===== src/rtl/intc_pkg.sv =====
package intc_pkg;
  localparam int NUM_SRC        = 64;
  localparam int PRIO_W         = 4;
  localparam int HALF           = 32;
  localparam int NUM_HALF       = NUM_SRC / HALF;
  localparam int FIELDS_PER_REG = 8;
  localparam int NUM_PRIO_REG   = NUM_SRC / FIELDS_PER_REG;
  localparam int PREG_BITS      = FIELDS_PER_REG * PRIO_W;
  localparam int IDX_W          = $clog2(NUM_SRC);
  localparam int DATA_W         = 64;
  localparam int ADDR_W         = 8;
  localparam int VEC_W          = 12;
  localparam int NUM_LINES      = 4;
  localparam int REG_STRIDE     = 8;
  localparam int VEC_SHIFT      = 5;

  localparam logic [VEC_W-1:0]  VEC_BASE    = 12'h200;

  localparam logic [ADDR_W-1:0] A_CTRL_SET  = 8'h00;
  localparam logic [ADDR_W-1:0] A_CTRL_CLR  = 8'h08;
  localparam logic [ADDR_W-1:0] A_PRIO_BASE = 8'h10;
  localparam logic [ADDR_W-1:0] A_SRC_LO    = 8'h50;
  localparam logic [ADDR_W-1:0] A_REQ_LO    = 8'h60;
  localparam logic [ADDR_W-1:0] A_ENSET_LO  = 8'h70;
  localparam logic [ADDR_W-1:0] A_ENCLR_LO  = 8'h80;

  typedef struct packed {
    logic [PRIO_W-1:0] prio;
    logic [IDX_W-1:0]  idx;
  } cand_t;
endpackage


===== src/rtl/intc_regs.sv =====
module intc_regs
  import intc_pkg::*;
(
  input  logic                       clk,
  input  logic                       rst_n,
  input  logic                       reg_en,
  input  logic                       reg_we,
  input  logic [ADDR_W-1:0]          reg_addr,
  input  logic [DATA_W-1:0]          reg_wdata,
  input  logic [NUM_SRC-1:0]         src_in,
  output logic [DATA_W-1:0]          reg_rdata,
  output logic                       rd_valid,
  output logic [NUM_SRC-1:0]         en_q,
  output logic [NUM_SRC*PRIO_W-1:0]  prio_q,
  output logic                       mode_q
);
  logic wr_acc;
  logic rd_acc;
  logic [DATA_W-HALF-1:0] wdata_hi_unused;
  logic [DATA_W-1:0] rd_next;

  assign wr_acc = reg_en && reg_we;
  assign rd_acc = reg_en && !reg_we;
  assign wdata_hi_unused = reg_wdata[DATA_W-1:HALF];

  // line-mode control bit
  always_ff @(posedge clk or negedge rst_n) begin
    if (!rst_n) begin
      mode_q <= 1'b0;
    end else if (wr_acc && reg_addr == A_CTRL_SET && reg_wdata[0]) begin
      mode_q <= 1'b1;
    end else if (wr_acc && reg_addr == A_CTRL_CLR && reg_wdata[0]) begin
      mode_q <= 1'b0;
    end
  end

  // enable halves, changed only through set/clear addresses
  for (genvar h = 0; h < NUM_HALF; h++) begin : g_en
    localparam logic [ADDR_W-1:0] SET_A = A_ENSET_LO + ADDR_W'(h * REG_STRIDE);
    localparam logic [ADDR_W-1:0] CLR_A = A_ENCLR_LO + ADDR_W'(h * REG_STRIDE);
    logic [HALF-1:0] half_q;
    always_ff @(posedge clk or negedge rst_n) begin
      if (!rst_n) begin
        half_q <= '0;
      end else if (wr_acc && reg_addr == SET_A) begin
        half_q <= half_q | reg_wdata[HALF-1:0];
      end else if (wr_acc && reg_addr == CLR_A) begin
        half_q <= half_q & ~reg_wdata[HALF-1:0];
      end
    end
    assign en_q[h*HALF +: HALF] = half_q;
  end

  // packed priority registers
  for (genvar r = 0; r < NUM_PRIO_REG; r++) begin : g_prio
    localparam logic [ADDR_W-1:0] PR_A = A_PRIO_BASE + ADDR_W'(r * REG_STRIDE);
    logic [PREG_BITS-1:0] preg_q;
    always_ff @(posedge clk or negedge rst_n) begin
      if (!rst_n) begin
        preg_q <= '0;
      end else if (wr_acc && reg_addr == PR_A) begin
        preg_q <= reg_wdata[PREG_BITS-1:0];
      end
    end
    assign prio_q[r*PREG_BITS +: PREG_BITS] = preg_q;
  end

  // read decode
  always_comb begin
    rd_next = '0;
    if (reg_addr == A_CTRL_SET || reg_addr == A_CTRL_CLR) begin
      rd_next[0] = mode_q;
    end
    for (int h = 0; h < NUM_HALF; h++) begin
      if (reg_addr == A_SRC_LO + ADDR_W'(h * REG_STRIDE)) begin
        rd_next[HALF-1:0] = src_in[h*HALF +: HALF];
      end
      if (reg_addr == A_REQ_LO + ADDR_W'(h * REG_STRIDE)) begin
        rd_next[HALF-1:0] = src_in[h*HALF +: HALF] & en_q[h*HALF +: HALF];
      end
      if (reg_addr == A_ENSET_LO + ADDR_W'(h * REG_STRIDE) ||
          reg_addr == A_ENCLR_LO + ADDR_W'(h * REG_STRIDE)) begin
        rd_next[HALF-1:0] = en_q[h*HALF +: HALF];
      end
    end
    for (int r = 0; r < NUM_PRIO_REG; r++) begin
      if (reg_addr == A_PRIO_BASE + ADDR_W'(r * REG_STRIDE)) begin
        rd_next[PREG_BITS-1:0] = prio_q[r*PREG_BITS +: PREG_BITS];
      end
    end
  end

  always_ff @(posedge clk or negedge rst_n) begin
    if (!rst_n) begin
      reg_rdata <= '0;
      rd_valid  <= 1'b0;
    end else begin
      rd_valid <= rd_acc;
      if (rd_acc) begin
        reg_rdata <= rd_next;
      end
    end
  end
endmodule


===== src/rtl/intc_src_cond.sv =====
module intc_src_cond
  import intc_pkg::*;
(
  input  logic [NUM_SRC-1:0]         src_in,
  input  logic [NUM_SRC-1:0]         en_q,
  input  logic [NUM_SRC*PRIO_W-1:0]  prio_q,
  input  logic                       mode_q,
  output logic [NUM_SRC*PRIO_W-1:0]  cand_prio
);
  logic [NUM_LINES-1:0] line_level;
  assign line_level = src_in[NUM_LINES-1:0];

  for (genvar k = 0; k < NUM_SRC; k++) begin : g_src
    logic [PRIO_W-1:0] own_prio;
    assign own_prio = (src_in[k] && en_q[k]) ? prio_q[k*PRIO_W +: PRIO_W] : '0;
    if (k == 0) begin : g_enc
      // encoded lines ride on source 0
      assign cand_prio[k*PRIO_W +: PRIO_W] =
        mode_q ? own_prio : (en_q[0] ? PRIO_W'(line_level) : '0);
    end else if (k < NUM_LINES) begin : g_line
      assign cand_prio[k*PRIO_W +: PRIO_W] = mode_q ? own_prio : '0;
    end else begin : g_plain
      assign cand_prio[k*PRIO_W +: PRIO_W] = own_prio;
    end
  end
endmodule


===== src/rtl/intc_arbiter.sv =====
module intc_arbiter
  import intc_pkg::*;
(
  input  logic [NUM_SRC*PRIO_W-1:0] cand_prio,
  output logic [PRIO_W-1:0]         win_prio,
  output logic [IDX_W-1:0]          win_idx
);
  localparam int NODES = 2 * NUM_SRC - 1;
  cand_t node [NODES];

  // leaves in source order, heap layout keeps lower indices to the left
  for (genvar k = 0; k < NUM_SRC; k++) begin : g_leaf
    assign node[NUM_SRC-1+k] = '{prio: cand_prio[k*PRIO_W +: PRIO_W], idx: IDX_W'(k)};
  end

  // right child replaces left only when strictly higher
  for (genvar i = 0; i < NUM_SRC - 1; i++) begin : g_node
    assign node[i] = (node[2*i+2].prio > node[2*i+1].prio) ? node[2*i+2] : node[2*i+1];
  end

  assign win_prio = node[0].prio;
  assign win_idx  = node[0].idx;
endmodule


===== src/rtl/prio_intc.sv =====
module prio_intc
  import intc_pkg::*;
(
  input  logic                 clk,
  input  logic                 rst_n,
  input  logic [NUM_SRC-1:0]   src_in,
  input  logic                 reg_en,
  input  logic                 reg_we,
  input  logic [ADDR_W-1:0]    reg_addr,
  input  logic [DATA_W-1:0]    reg_wdata,
  output logic [DATA_W-1:0]    reg_rdata,
  output logic                 rd_valid,
  output logic [PRIO_W-1:0]    irq_level,
  output logic [VEC_W-1:0]     irq_vector
);
  logic [NUM_SRC-1:0]        en_q;
  logic [NUM_SRC*PRIO_W-1:0] prio_q;
  logic                      mode_q;
  logic [NUM_SRC*PRIO_W-1:0] cand_prio;
  logic [PRIO_W-1:0]         win_prio;
  logic [IDX_W-1:0]          win_idx;

  intc_regs u_regs (
    .clk       (clk),
    .rst_n     (rst_n),
    .reg_en    (reg_en),
    .reg_we    (reg_we),
    .reg_addr  (reg_addr),
    .reg_wdata (reg_wdata),
    .src_in    (src_in),
    .reg_rdata (reg_rdata),
    .rd_valid  (rd_valid),
    .en_q      (en_q),
    .prio_q    (prio_q),
    .mode_q    (mode_q)
  );

  intc_src_cond u_cond (
    .src_in    (src_in),
    .en_q      (en_q),
    .prio_q    (prio_q),
    .mode_q    (mode_q),
    .cand_prio (cand_prio)
  );

  intc_arbiter u_arb (
    .cand_prio (cand_prio),
    .win_prio  (win_prio),
    .win_idx   (win_idx)
  );

  always_ff @(posedge clk or negedge rst_n) begin
    if (!rst_n) begin
      irq_level  <= '0;
      irq_vector <= '0;
    end else begin
      irq_level  <= win_prio;
      irq_vector <= (win_prio != '0) ? VEC_BASE + (VEC_W'(win_idx) << VEC_SHIFT) : '0;
    end
  end
endmodule


===== config.mk =====
export PLATFORM = sky130hd
export DESIGN_NAME = prio_intc
export DESIGN_NICKNAME = d
export VERILOG_FILES = /design/src/rtl/intc_pkg.sv /design/src/rtl/intc_regs.sv /design/src/rtl/intc_src_cond.sv /design/src/rtl/intc_arbiter.sv /design/src/rtl/prio_intc.sv
export SDC_FILE = /design/constraint.sdc
export NUM_CORES = 1
export LEC_CHECK = 0
export ABC_CLOCK_PERIOD_IN_PS = 9800
export CORE_ASPECT_RATIO = 2
export CORE_UTILIZATION = 56
export CTS_BUF_LIST = sky130_fd_sc_hd__clkbuf_8
export DETAILED_ROUTE_END_ITERATION = 7
export PLACE_DENSITY_LB_ADDON = 0.1
export SLEW_MARGIN = 20
export SYNTH_ARGS = -nofsm -noshare
export SYNTH_HDL_FRONTEND = slang
export SYNTH_SLANG_ARGS = --single-unit

===== constraint.sdc =====
create_clock -name clk -period 9.8 [get_ports clk]
set_clock_uncertainty 0.15 [all_clocks]
set_input_delay 2.45 -clock clk [delete_from_list [all_inputs] [get_ports clk]]
set_output_delay 2.45 -clock clk [all_outputs]
set_load 0.05 [all_outputs]

==> results of run 1 <==
kinds of logic after synthesis:
group                    after synthesis  share of synthesized area
flip-flops                           365                     0.3223
other                                  1                  0.0001323
buffers and inverters                361                    0.05311
AO/OA/AOI/OAI                        743                     0.1835
AND/OR/NAND/NOR                     1016                     0.1732
XOR/XNOR                              15                   0.004901
multiplexers                         420                     0.1624
adder cells (fa/ha/maj)              229                     0.1004
per-layer routing:
layer  overflow  global-route usage
met4          0              0.6966
met5          0             0.04545
met3          0              0.3201
met1          0              0.5952
met2          1              0.8988
metrics by stage:
step	hold slack, ns	util
3_3_place_gp	0.3569	0.7402
2_1_floorplan	0.3247	-
3_5_place_dp	0.3668	0.7403
4_1_cts	0.3823	0.8172
timing repair:
| action | CTS |
|---|---|
| setup endpoints to repair | 11 |
| hold buffers | 0 |
| pin swaps | 158 |
| resized for setup | 465 |
| gates cloned | 0 |
| buffers inserted | 144 |
==> out/metrics.csv, run 1 <==
metric;value;unit
I/O pins;221;
Post-synth EDFFs;0;
CTS Sinks;365;
cell area after synthesis;28340;µm²
CTS root buf;clkbuf_8;
Final HPWL DP;103600;µm
Overflow after GRT;1;
htree depth;2;
DP Cell Count;4691;
Ys Warns;0;
synthesized flop and latch total;365;
Yosys top cell by area;dfrtp_1;
most frequent cell after synthesis;dfrtp_1;
status;aborted with a tool error;
top-area cell type share of the netlist area;0.3223;
Main synth FF type;dfrtp_1;
port bufs;151;
CTS Buf Count;52;
top cells by area, synth;dfrtp_1 (32%), mux2_2 (12%), ha_1 (9.8%);
Async SR Flop Fraction;1.000;
GPL Wtd Cong;1.077;
Clock Path Buffers;3;
Netlist cell types;99;
Synth top cells by count;dfrtp_1 (365), nand2_1 (327), mux2_2 (312);
Failed at;global routing;
Mean Syn Cell Area;8.997;µm²
Die Ht;320.1;µm
worst endpoint type;register data pin;
Post-Syn Instances;3150;
placed cell area;36960;µm²
row count;116;
setup slack after placement;-3.065;ns
die width;161.1;µm
Total GRT Usage;0.6218;
Initial Util;0.5676;
GR repair worst EP;irq_vector[6]$_DFF_PN0_/D;
largest net degree at the start of global routing;114;
sequential area share after synthesis;0.3223;
error msg;[ERROR GRT-0232] Routing congestion too high. Check the congestion heatmap in the GUI.;
==> inputs of run 2 (changes only) <==
--- a/config.mk
+++ b/config.mk
@@ -5,12 +5,10 @@
 export SDC_FILE = /design/constraint.sdc
 export NUM_CORES = 1
 export LEC_CHECK = 0
-export ABC_CLOCK_PERIOD_IN_PS = 9800
-export CORE_ASPECT_RATIO = 2
-export CORE_UTILIZATION = 56
-export CTS_BUF_LIST = sky130_fd_sc_hd__clkbuf_8
+export ABC_CLOCK_PERIOD_IN_PS = 12750
+export CORE_UTILIZATION = 40
 export DETAILED_ROUTE_END_ITERATION = 7
-export PLACE_DENSITY_LB_ADDON = 0.1
+export PLACE_DENSITY_LB_ADDON = 0.15
 export SLEW_MARGIN = 20
 export SYNTH_ARGS = -nofsm -noshare
 export SYNTH_HDL_FRONTEND = slang
==> constraint.sdc (replaced) <==
create_clock -name clk -period 12.75 [get_ports clk]
set_clock_uncertainty 0.15 [all_clocks]
set_input_delay 3.1875 -clock clk [delete_from_list [all_inputs] [get_ports clk]]
set_output_delay 3.1875 -clock clk [all_outputs]
set_load 0.05 [all_outputs]
==> out/metrics.csv, run 2 <==
metric;value;unit;change
status;complete, no violations;;
Total Power;2.764;mW;
Initial Util;0.4047;;-0.1629
vias in the first global route;28180;;
peak supply drop;0.07801;mV;
worst min path class;flop to flop;;
most frequent CP cell;buf_4;;
worst setup path category;primary input to flop;;
sequential area share after synthesis;0.3223;;unchanged
design area;37800;µm²;
Routed WL per cell;26.28;µm;
Total Nets Final;4216;;
top cells by area, synth;dfrtp_1 (32%), mux2_2 (12%), ha_1 (9.8%);;
Vias;28890;;
Main synth FF type;dfrtp_1;;
hold slack;0.3779;ns;
FMAX;80.69;MHz;
Worst Path Max Fanout;8;;
final cell count without fillers;4825;;
I/O pins;221;;unchanged
Post-Syn Instances;3150;;unchanged
CP Launch Type;primary input;;
initial antenna violation count;3;;
Final Util;0.5398;;
Clock Path Buffers;3;;unchanged
Synth top cells by count;dfrtp_1 (365), nand2_1 (327), mux2_2 (312);;
most frequent cell after synthesis;dfrtp_1;;
cts hold-fix bufs;0;;unchanged
PwrDens;73.14;nW/µm²;
Syn-to-layout area delta;33.38;%;
die width;268.2;µm;+66%
DR pass1 iterations;7;;
final-report setup violation count;0;;
Final HPWL DP;97950;µm;-5.4%
cell leakage power;18.92;nW;
final wirelength;126800;µm;
hold-critical path depth;1;;
Final Hold Viols;0;;
setup ws final;0.3569;ns;
via/cell ratio;5.987;;
area of the core;70030;µm²;
first-pass GRT wire length;182400;µm;
top-area cell type share of the netlist area;0.3223;;unchanged
GPL Wtd Cong;0.9882;;-8.3%
CTS Buf Count;43;;-17%
port bufs;151;;unchanged
Worst R2R Start;u_regs.mode_q;;
Reg clk slew, reported paths;0.06;ns;
DP Cell Count;4714;;+0.49%
Worst Setup SP;src_in[57];;
Yosys top cell by area;dfrtp_1;;
Async SR Flop Fraction;1.000;;unchanged
post-layout minimum cycle time;12.39;ns;
crit path DAT;12.73;ns;
commonest non-fill, non-tap cell in the layout;buf_4;;
max-slew violation count;0;;
Overflow after GRT;0;;
Critical Path Max Stage Delay;0.58;ns;
Post-synth EDFFs;0;;unchanged
die area;71920;µm²;
synthesized flop and latch total;365;;unchanged
Total GRT Usage;0.3461;;
post-route ant nets;0;;
DRC viols;0;;
row count;97;;-16%
cell area after synthesis;28340;µm²;unchanged
Setup TNS;0;ns;
Mean Syn Cell Area;8.997;µm²;unchanged
CTS root buf;clkbuf_16;;
Tcrit/Tclk final;0.9720;;
insertion delay to the later sink of the worst-skew pair;0.60;ns;
Rel. slew slack;0.2541;;
total of max-cap violations;0;;
layout cells sized above 1;0.3276;;
placed cell area;35070;µm²;-5.1%
largest net degree at the start of global routing;162;;
Crit path required time;13.08;ns;
initial DRC count;2905;;
setup slack after placement;-1.211;ns;+1.853 ns
reg2reg path depth;52;;
CTS tree;done;;
Die Ht;268.2;µm;-16%
hold_sp;u_regs.g_prio[0].preg_q[15];;
Ys Warns;0;;unchanged
CTS Sinks;365;;unchanged
htree depth;2;;unchanged
Crit. End Element;flop;;
Slew @ Worst Pin;1.118;ns;
Netlist cell types;99;;unchanged
Crit-path slowest cell;clkdlybuf4s50_1;;
commonest cells after routing, fill and taps aside;buf_4 (644), dfrtp_1 (365), nand2_1 (323), mux2_2 (308), nand3_1 (252);;
-- run 2: cell counts after synthesis --
Identical to the previous run, type by type.
-- run 2: area by class of cell --
class	instances	area (µm²)
clock inverters	12	127.6
repair buffers	807	6545
diodes	2	5.005
well taps	940	1176
inverters	178	668.1
flip-flops and latches	365	9134
fillers	6406	32230
clock buffers	61	1264
multi-input cells	2460	18880
-- run 2: what timing repair did --
action | CTS | global route
gates resized for setup | 48 | 200
pin swaps | 9 | 62
gates cloned | 0 | 0
buffers inserted | 3 | 34
setup endpoints to repair | 11 | 11
endpoints found under the hold margin | 0 | 0
-- run 2: kinds of logic (layout without fill, tap and decap cells) --
logic type	count (synthesis)	in the layout	share of synthesized area
adder cells (fa/ha/maj)	229	229	0.1004
XOR/XNOR	15	15	0.004901
buffers and inverters	361	1058	0.05311
AND/OR/NAND/NOR	1016	1016	0.1732
multiplexers	420	420	0.1624
flip-flops	365	365	0.3223
other	1	39	0.0001323
AO/OA/AOI/OAI	743	743	0.1835
-- run 2: critical path, delay by kind of cell --
family          cells  cell delay (ns)
mux                 4             0.76
simple gates       15             1.93
buf+inv            12             2.08
compound gates     19             2.95
fa+ha+maj           6             1.82
-- run 2: routing by layer --
layer | share of wire | GRT usage | up-vias
met3 | 0.085 | 0.05855 | 323
met1 | 0.41 | 0.4565 | 14280
li1 | - | - | 12990
met4 | 0.064 | 0.2009 | 0
met2 | 0.44 | 0.5336 | 1304
met5 | 0 | 0 | -
-- run 2: power breakdown --
group | switching (mW) | internal [mW] | leakage, nW
combinational | 0.182 | 0.0861 | 13.2
clock | 0.538 | 0.728 | 0.689
sequential | 0.0380 | 1.19 | 5.01
-- run 2: final timing paths --
path / endpoint / slack (ns)
worst max-delay path: irq_vector[10] / 0.36
worst min-delay path: u_regs.g_prio[0].preg_q[15] / 0.38
worst max register to register: irq_vector[10] / 2.80
worst min register to register: u_regs.g_prio[0].preg_q[15] / 0.38
max in group asynchronous: asynchronous set/reset pin / 8.12
min in group asynchronous: u_regs.reg_rdata[21] / 2.36
(Power assumes the default switching activity.)
